===== src/rtl/fp_classify_pkg.sv =====
package fp_classify_pkg;

    localparam int REG_W     = 64;
    localparam int NARROW_W  = 32;
    localparam int CLS_W     = 10;

    localparam int DBL_EXP_W  = 11;
    localparam int DBL_FRAC_W = 52;
    localparam int SGL_EXP_W  = 8;
    localparam int SGL_FRAC_W = 23;

    localparam logic [NARROW_W-1:0] SGL_QNAN = 32'h7FC0_0000;

    localparam int C_NEG_INF  = 0;
    localparam int C_NEG_NORM = 1;
    localparam int C_NEG_SUB  = 2;
    localparam int C_NEG_ZERO = 3;
    localparam int C_POS_ZERO = 4;
    localparam int C_POS_SUB  = 5;
    localparam int C_POS_NORM = 6;
    localparam int C_POS_INF  = 7;
    localparam int C_SNAN     = 8;
    localparam int C_QNAN     = 9;

    typedef struct packed {
        logic [REG_W-1:0] cls;
        logic [REG_W-1:0] boxed;
    } result_t;

endpackage


===== src/rtl/fpcls_unbox.sv =====
module fpcls_unbox
    import fp_classify_pkg::*;
#(
    parameter int WIDE_W = REG_W,
    parameter int THIN_W = NARROW_W,
    parameter logic [THIN_W-1:0] FILL = SGL_QNAN
) (
    input  logic [WIDE_W-1:0] reg_i,
    output logic [THIN_W-1:0] op_o
);

    localparam int HI_W = WIDE_W - THIN_W;

    generate
        if (HI_W > 0) begin : g_check
            logic box_ok;
            assign box_ok = &reg_i[WIDE_W-1:THIN_W];
            assign op_o   = box_ok ? reg_i[THIN_W-1:0] : FILL;
        end else begin : g_pass
            assign op_o = reg_i[THIN_W-1:0];
        end
    endgenerate

endmodule


===== src/rtl/fpcls_decode.sv =====
module fpcls_decode
    import fp_classify_pkg::*;
#(
    parameter int EXP_W  = DBL_EXP_W,
    parameter int FRAC_W = DBL_FRAC_W,
    localparam int W     = EXP_W + FRAC_W + 1
) (
    input  logic [W-1:0]     val_i,
    output logic [CLS_W-1:0] cls_o
);

    logic              sgn;
    logic [EXP_W-1:0]  ex;
    logic [FRAC_W-1:0] fr;

    assign sgn = val_i[W-1];
    assign ex  = val_i[W-2:FRAC_W];
    assign fr  = val_i[FRAC_W-1:0];

    always_comb begin
        cls_o = '0;
        if (ex == '0) begin
            if (fr == '0) begin
                cls_o[sgn ? C_NEG_ZERO : C_POS_ZERO] = 1'b1;
            end else begin
                cls_o[sgn ? C_NEG_SUB : C_POS_SUB] = 1'b1;
            end
        end else if (&ex) begin
            if (fr == '0) begin
                cls_o[sgn ? C_NEG_INF : C_POS_INF] = 1'b1;
            end else if (fr[FRAC_W-1]) begin
                cls_o[C_QNAN] = 1'b1;
            end else begin
                cls_o[C_SNAN] = 1'b1;
            end
        end else begin
            cls_o[sgn ? C_NEG_NORM : C_POS_NORM] = 1'b1;
        end
    end

endmodule


===== src/rtl/fpcls_box.sv =====
module fpcls_box
    import fp_classify_pkg::*;
#(
    parameter int WIDE_W = REG_W,
    parameter int THIN_W = NARROW_W
) (
    input  logic [THIN_W-1:0] val_i,
    output logic [WIDE_W-1:0] reg_o
);

    assign reg_o = {{(WIDE_W-THIN_W){1'b1}}, val_i};

endmodule


===== src/rtl/fp_classify.sv =====
module fp_classify
    import fp_classify_pkg::*;
#(
    parameter bit REG_OUT = 1'b1
) (
    input  logic                clk_i,
    input  logic                rst_ni,
    input  logic [REG_W-1:0]    src_i,
    input  logic                single_i,
    input  logic [NARROW_W-1:0] box_val_i,
    output logic [REG_W-1:0]    class_o,
    output logic [REG_W-1:0]    boxed_o
);

    logic [NARROW_W-1:0] sgl_op;
    logic [CLS_W-1:0]    sgl_cls;
    logic [CLS_W-1:0]    dbl_cls;
    logic [REG_W-1:0]    box_reg;
    result_t             res_d;
    result_t             res_q;

    fpcls_unbox #(.WIDE_W(REG_W), .THIN_W(NARROW_W), .FILL(SGL_QNAN)) u_unbox (
        .reg_i (src_i),
        .op_o  (sgl_op)
    );

    fpcls_decode #(.EXP_W(SGL_EXP_W), .FRAC_W(SGL_FRAC_W)) u_dec_sgl (
        .val_i (sgl_op),
        .cls_o (sgl_cls)
    );

    fpcls_decode #(.EXP_W(DBL_EXP_W), .FRAC_W(DBL_FRAC_W)) u_dec_dbl (
        .val_i (src_i),
        .cls_o (dbl_cls)
    );

    fpcls_box #(.WIDE_W(REG_W), .THIN_W(NARROW_W)) u_box (
        .val_i (box_val_i),
        .reg_o (box_reg)
    );

    always_comb begin
        res_d       = '0;
        res_d.cls   = {{(REG_W-CLS_W){1'b0}}, (single_i ? sgl_cls : dbl_cls)};
        res_d.boxed = box_reg;
    end

    generate
        if (REG_OUT) begin : g_reg
            always_ff @(posedge clk_i or negedge rst_ni) begin
                if (!rst_ni) begin
                    res_q <= '0;
                end else begin
                    res_q <= res_d;
                end
            end
        end else begin : g_comb
            assign res_q = res_d;
        end
    endgenerate

    assign class_o = res_q.cls;
    assign boxed_o = res_q.boxed;

endmodule


===== config.mk =====
export PLATFORM = sky130hd
export DESIGN_NAME = fp_classify
export DESIGN_NICKNAME = d
export VERILOG_FILES = /design/src/rtl/fp_classify_pkg.sv /design/src/rtl/fpcls_unbox.sv /design/src/rtl/fpcls_decode.sv /design/src/rtl/fpcls_box.sv /design/src/rtl/fp_classify.sv
export SDC_FILE = /design/constraint.sdc
export NUM_CORES = 1
export LEC_CHECK = 0
export ABC_AREA = 1
export BUFFER_PORTS_ARGS = -buffer_cell sky130_fd_sc_hd__buf_2
export CORE_AREA = 3 3 87 89
export DETAILED_ROUTE_END_ITERATION = 8
export DIE_AREA = 0 0 90 92
export PLACE_DENSITY = 0.89
export REMOVE_ABC_BUFFERS = 1
export SYNTH_ARGS = -nofsm -noshare
export SYNTH_HDL_FRONTEND = slang
export SYNTH_SLANG_ARGS = --single-unit

===== constraint.sdc =====
create_clock -name clk_i -period 2 [get_ports clk_i]
set_input_delay 0.6 -clock clk_i [delete_from_list [all_inputs] [get_ports clk_i]]
set_output_delay 0.6 -clock clk_i [all_outputs]
set_load 0.05 [all_outputs]

==> load_flow_metrics.sql <==
INSERT INTO impl_metrics (metric_group, metric, value, unit) VALUES
('global_routing', 'initial_antenna_violation_count', '0', ''),
('routing', 'route.detailed.vias_per_inst', '4.10', ''),
('worst_setup_path', 'crit_path_top_delay_cell', 'dfrtp_1', ''),
('global_routing', 'grt_first_pass_wirelength', '9900', 'um'),
('floorplan', 'pin_count', '227', ''),
('power_and_ir_drop', 'cellPowerDensity', '758', 'nW/um^2'),
('worst_setup_path', 'cpLargestDelayFamily', 'buffers and inverters', ''),
('clock_network', 'clkTransAtPathRegs', '0.07', 'ns'),
('timing', 'finalWorstPathRequiredPeriod', '1.77', 'ns'),
('timing', 'fin_setup_tns', '0', 'ns'),
('worst_setup_path', 'worst-setup-path-type', 'flip-flop to primary output', ''),
('finish', 'n_antenna_cell', '0', ''),
('finish', 'non_filler_cells_final', '549', ''),
('clock_network', 'cts_tree', 'yes', ''),
('worst_setup_path', 'cp_data_arrival_time', '1.17', 'ns'),
('finish', 'layout_cells_sized_above_1', '0.444', ''),
('finish', 'multiInputGateArea', '928', 'um^2'),
('worst_setup_path', 'timing.critical_path.cells', 'buf_4 -> buf_2', ''),
('worst_setup_path', 'critical_path_peak_fanout', '32', ''),
('synthesis', 'ys_seq_elements', '43', ''),
('routing', 'drt.antenna.violating_nets', '0', ''),
('floorplan', 'initial_core_utilization', '0.366', ''),
('timing', 'timing_max_transition_violations_final', '0', ''),
('synthesis', 'synth_area', '2500', 'um^2'),
('worst_setup_path', 'critical_path_buf_inv_count', '2', ''),
('timing', 'hold_violation_total_from_the_final_report', '0', ''),
('clock_network', 'cts_root_buffer', 'clkbuf_8', ''),
('worst_hold_path', 'hold_path.class', 'input port to asynchronous set/reset pin', ''),
('clock_network', 'clock-sinks', '43', ''),
('clock_network', 'cts_max_path_buffers', '2', ''),
('timing', 'unrepaired_setup_endpoints_after_global_routing', 'false', ''),
('finish', 'number_of_nets_in_the_final_layout', '551', ''),
('finish', 'nFillCells', '678', ''),
('placement', 'placed_cell_area', '3060', 'um^2'),
('outcome', 'outcome', 'complete, no violations', ''),
('synthesis', 'synth_largest_area_cell', 'dfrtp_1', ''),
('power_and_ir_drop', 'irDropWorstVdd', '0.000228', 'V'),
('synthesis', 'synthDominantCellAreaShare', '0.430', ''),
('clock_network', 'cts-hold-fix-buffers', '0', ''),
('run', 'drv_cap', '0', ''),
('floorplan', 'core_area', '6830', 'um^2'),
('floorplan', 'floorplan.die_area', '8280', 'um^2'),
('clock_network', 'cts.htree.levels', '2', ''),
('routing', 'count_of_vias_placed_by_the_detailed_router', '2251', ''),
('placement', 'post-place-cells', '541', ''),
('finish', 'postLayoutCellArea', '3200', 'um^2'),
('worst_setup_path', 'crit_path_end_kind', 'primary output', ''),
('global_routing', 'grt_pass1_vias', '2068', ''),
('routing', 'drc', '0', ''),
('routing', 'first_iter_violations', '82', ''),
('finish', 'area_growth_syn_to_layout', '27.9', '%'),
('clock_network', 'cts_buffers', '5', ''),
('timing', 'setup_viol', '0', ''),
('timing', 'post-route-period-util', '0.884', ''),
('synthesis', 'synthTopCellsByArea', 'dfrtp_1 43%, buf_4 26%, nand2_1 8.7%, nor2_1 7.7%, nand3_1 3.2%', ''),
('routing', 'routed_wire_length_per_instance', '12.3', 'um'),
('placement', 'port-buffer-count', '172', ''),
('power_and_ir_drop', 'power_leakage', '0.00180', 'uW'),
('timing', 'achievable-frequency', '565', 'MHz'),
('routing', 'totalWireLength', '6760', 'um'),
('synthesis', 'gate_count_of_the_mapped_netlist', '302', ''),
('synthesis', 'number_of_unique_standard_cell_types_used_by_synthesis', '19', ''),
('floorplan', 'height_of_the_die', '92', 'um'),
('floorplan', 'die_w', '90', 'um'),
('worst_setup_path', 'timing.critical_path.depth', '2', ''),
('worst_setup_path', 'setup_crit_start_kind', 'flip-flop', ''),
('synthesis', 'syn-mean-instance-area', '8.28', 'um^2'),
('routing', 'first_pass_drt_iterations', '5', ''),
('placement', 'placer_congestion', '1.00', ''),
('clock_network', 'post_cts.resized_instances', '0', ''),
('worst_setup_path', 'cp_data_required_time', '1.40', 'ns'),
('finish', 'register_area', '1080', 'um^2'),
('global_routing', 'overall_global_routing_resource_usage', '0.152', ''),
('global_routing', 'globalRouteOverflowTotal', '0', ''),
('global_routing', 'grt_start_max_net_pins', '33', ''),
('placement', 'dp_hpwl', '6000', 'um'),
('synthesis', 'yosys_warnings', '0', ''),
('floorplan', 'rows', '30', ''),
('worst_setup_path', 'critical_path.max_stage_delay', '0.32', 'ns'),
('clock_network', 'cts_post_setup_buffers_inserted', '0', ''),
('synthesis', 'synth_sequential_area_ratio', '0.430', '');
## path summary, 6_finish.rpt
path                                        from               endpoint
worst max-delay path       boxed_o[32]$_DFF_PN0_            boxed_o[56]
worst min-delay path                      rst_ni  boxed_o[13]$_DFF_PN0_
max in group asynchronous                 rst_ni  boxed_o[11]$_DFF_PN0_
min in group clk_i                 box_val_i[31]  boxed_o[31]$_DFF_PN0_
## cell type report
class	count	area share
flip-flops and latches	43	0.337
multi-input cells	212	0.290
repair buffers	175	0.276
well taps	96	0.0376
clock buffers	6	0.0227
clock inverters	2	0.0188
inverters	15	0.0176
## metrics by stage
stage	setup WS, ns	hold WS, ns	power [uW]	utilization
floorplan	-8.42	0.304	1460	-
global placement	0.238	0.555	1670	0.449
detailed placement	0.149	0.556	1680	0.449
CTS	0.210	0.242	2440	0.468
global route	0.160	0.258	2520	0.468
finish	0.231	0.238	2420	0.468
## layer usage
layer	share of wire	global-route usage	wire, um
met1	0.29	0.131	1990
met2	0.58	0.325	3900
met3	0.12	0.0435	802
met4	0.011	0.0459	75
met5	0	0	0
## power by group
part / switching (uW) / leakage, uW / internal (uW) / total [uW]
Sequential: 8.37 / 0.000520 / 905 / 914
Combinational: 606 / 0.00121 / 139 / 744
Clock: 267 / 0.0000654 / 499 / 766
## Yosys cell counts (all sizes together)
library cell / n
nor3: 10
nand2: 60
conb: 2
nand4: 7
nor2: 60
nor4: 1
buf: 85
nor2b: 1
nand3b: 1
nand3: 17
dfrtp: 43
inv: 15
## state kept, by name, indices dropped and copies added (netlist names)
name and flops:
class_o 10, boxed_o 33
## logic make-up after synthesis
family / synth area share
flip-flops: 0.430
other: 0.00300
AND/OR/NAND/NOR: 0.289
buffers and inverters: 0.278
## placed cells by master (no fill, tap or decap), types with 2 or more instances in the layout
master	netlist	layout
inv_1	13	13
nand2_1	58	58
nand4_1	5	5
nand2_2	2	2
nor3_1	8	8
nand4_2	2	2
dfrtp_1	43	43
buf_4	85	3
buf_2	0	172
clkbuf_8	0	5
nor3_2	2	2
conb_1	2	55
nor2_2	6	6
nand3_1	16	16
nor2_1	51	51
inv_2	2	2
nor2_4	3	3
bufinv_16	0	2
(Power assumes the default switching activity.)
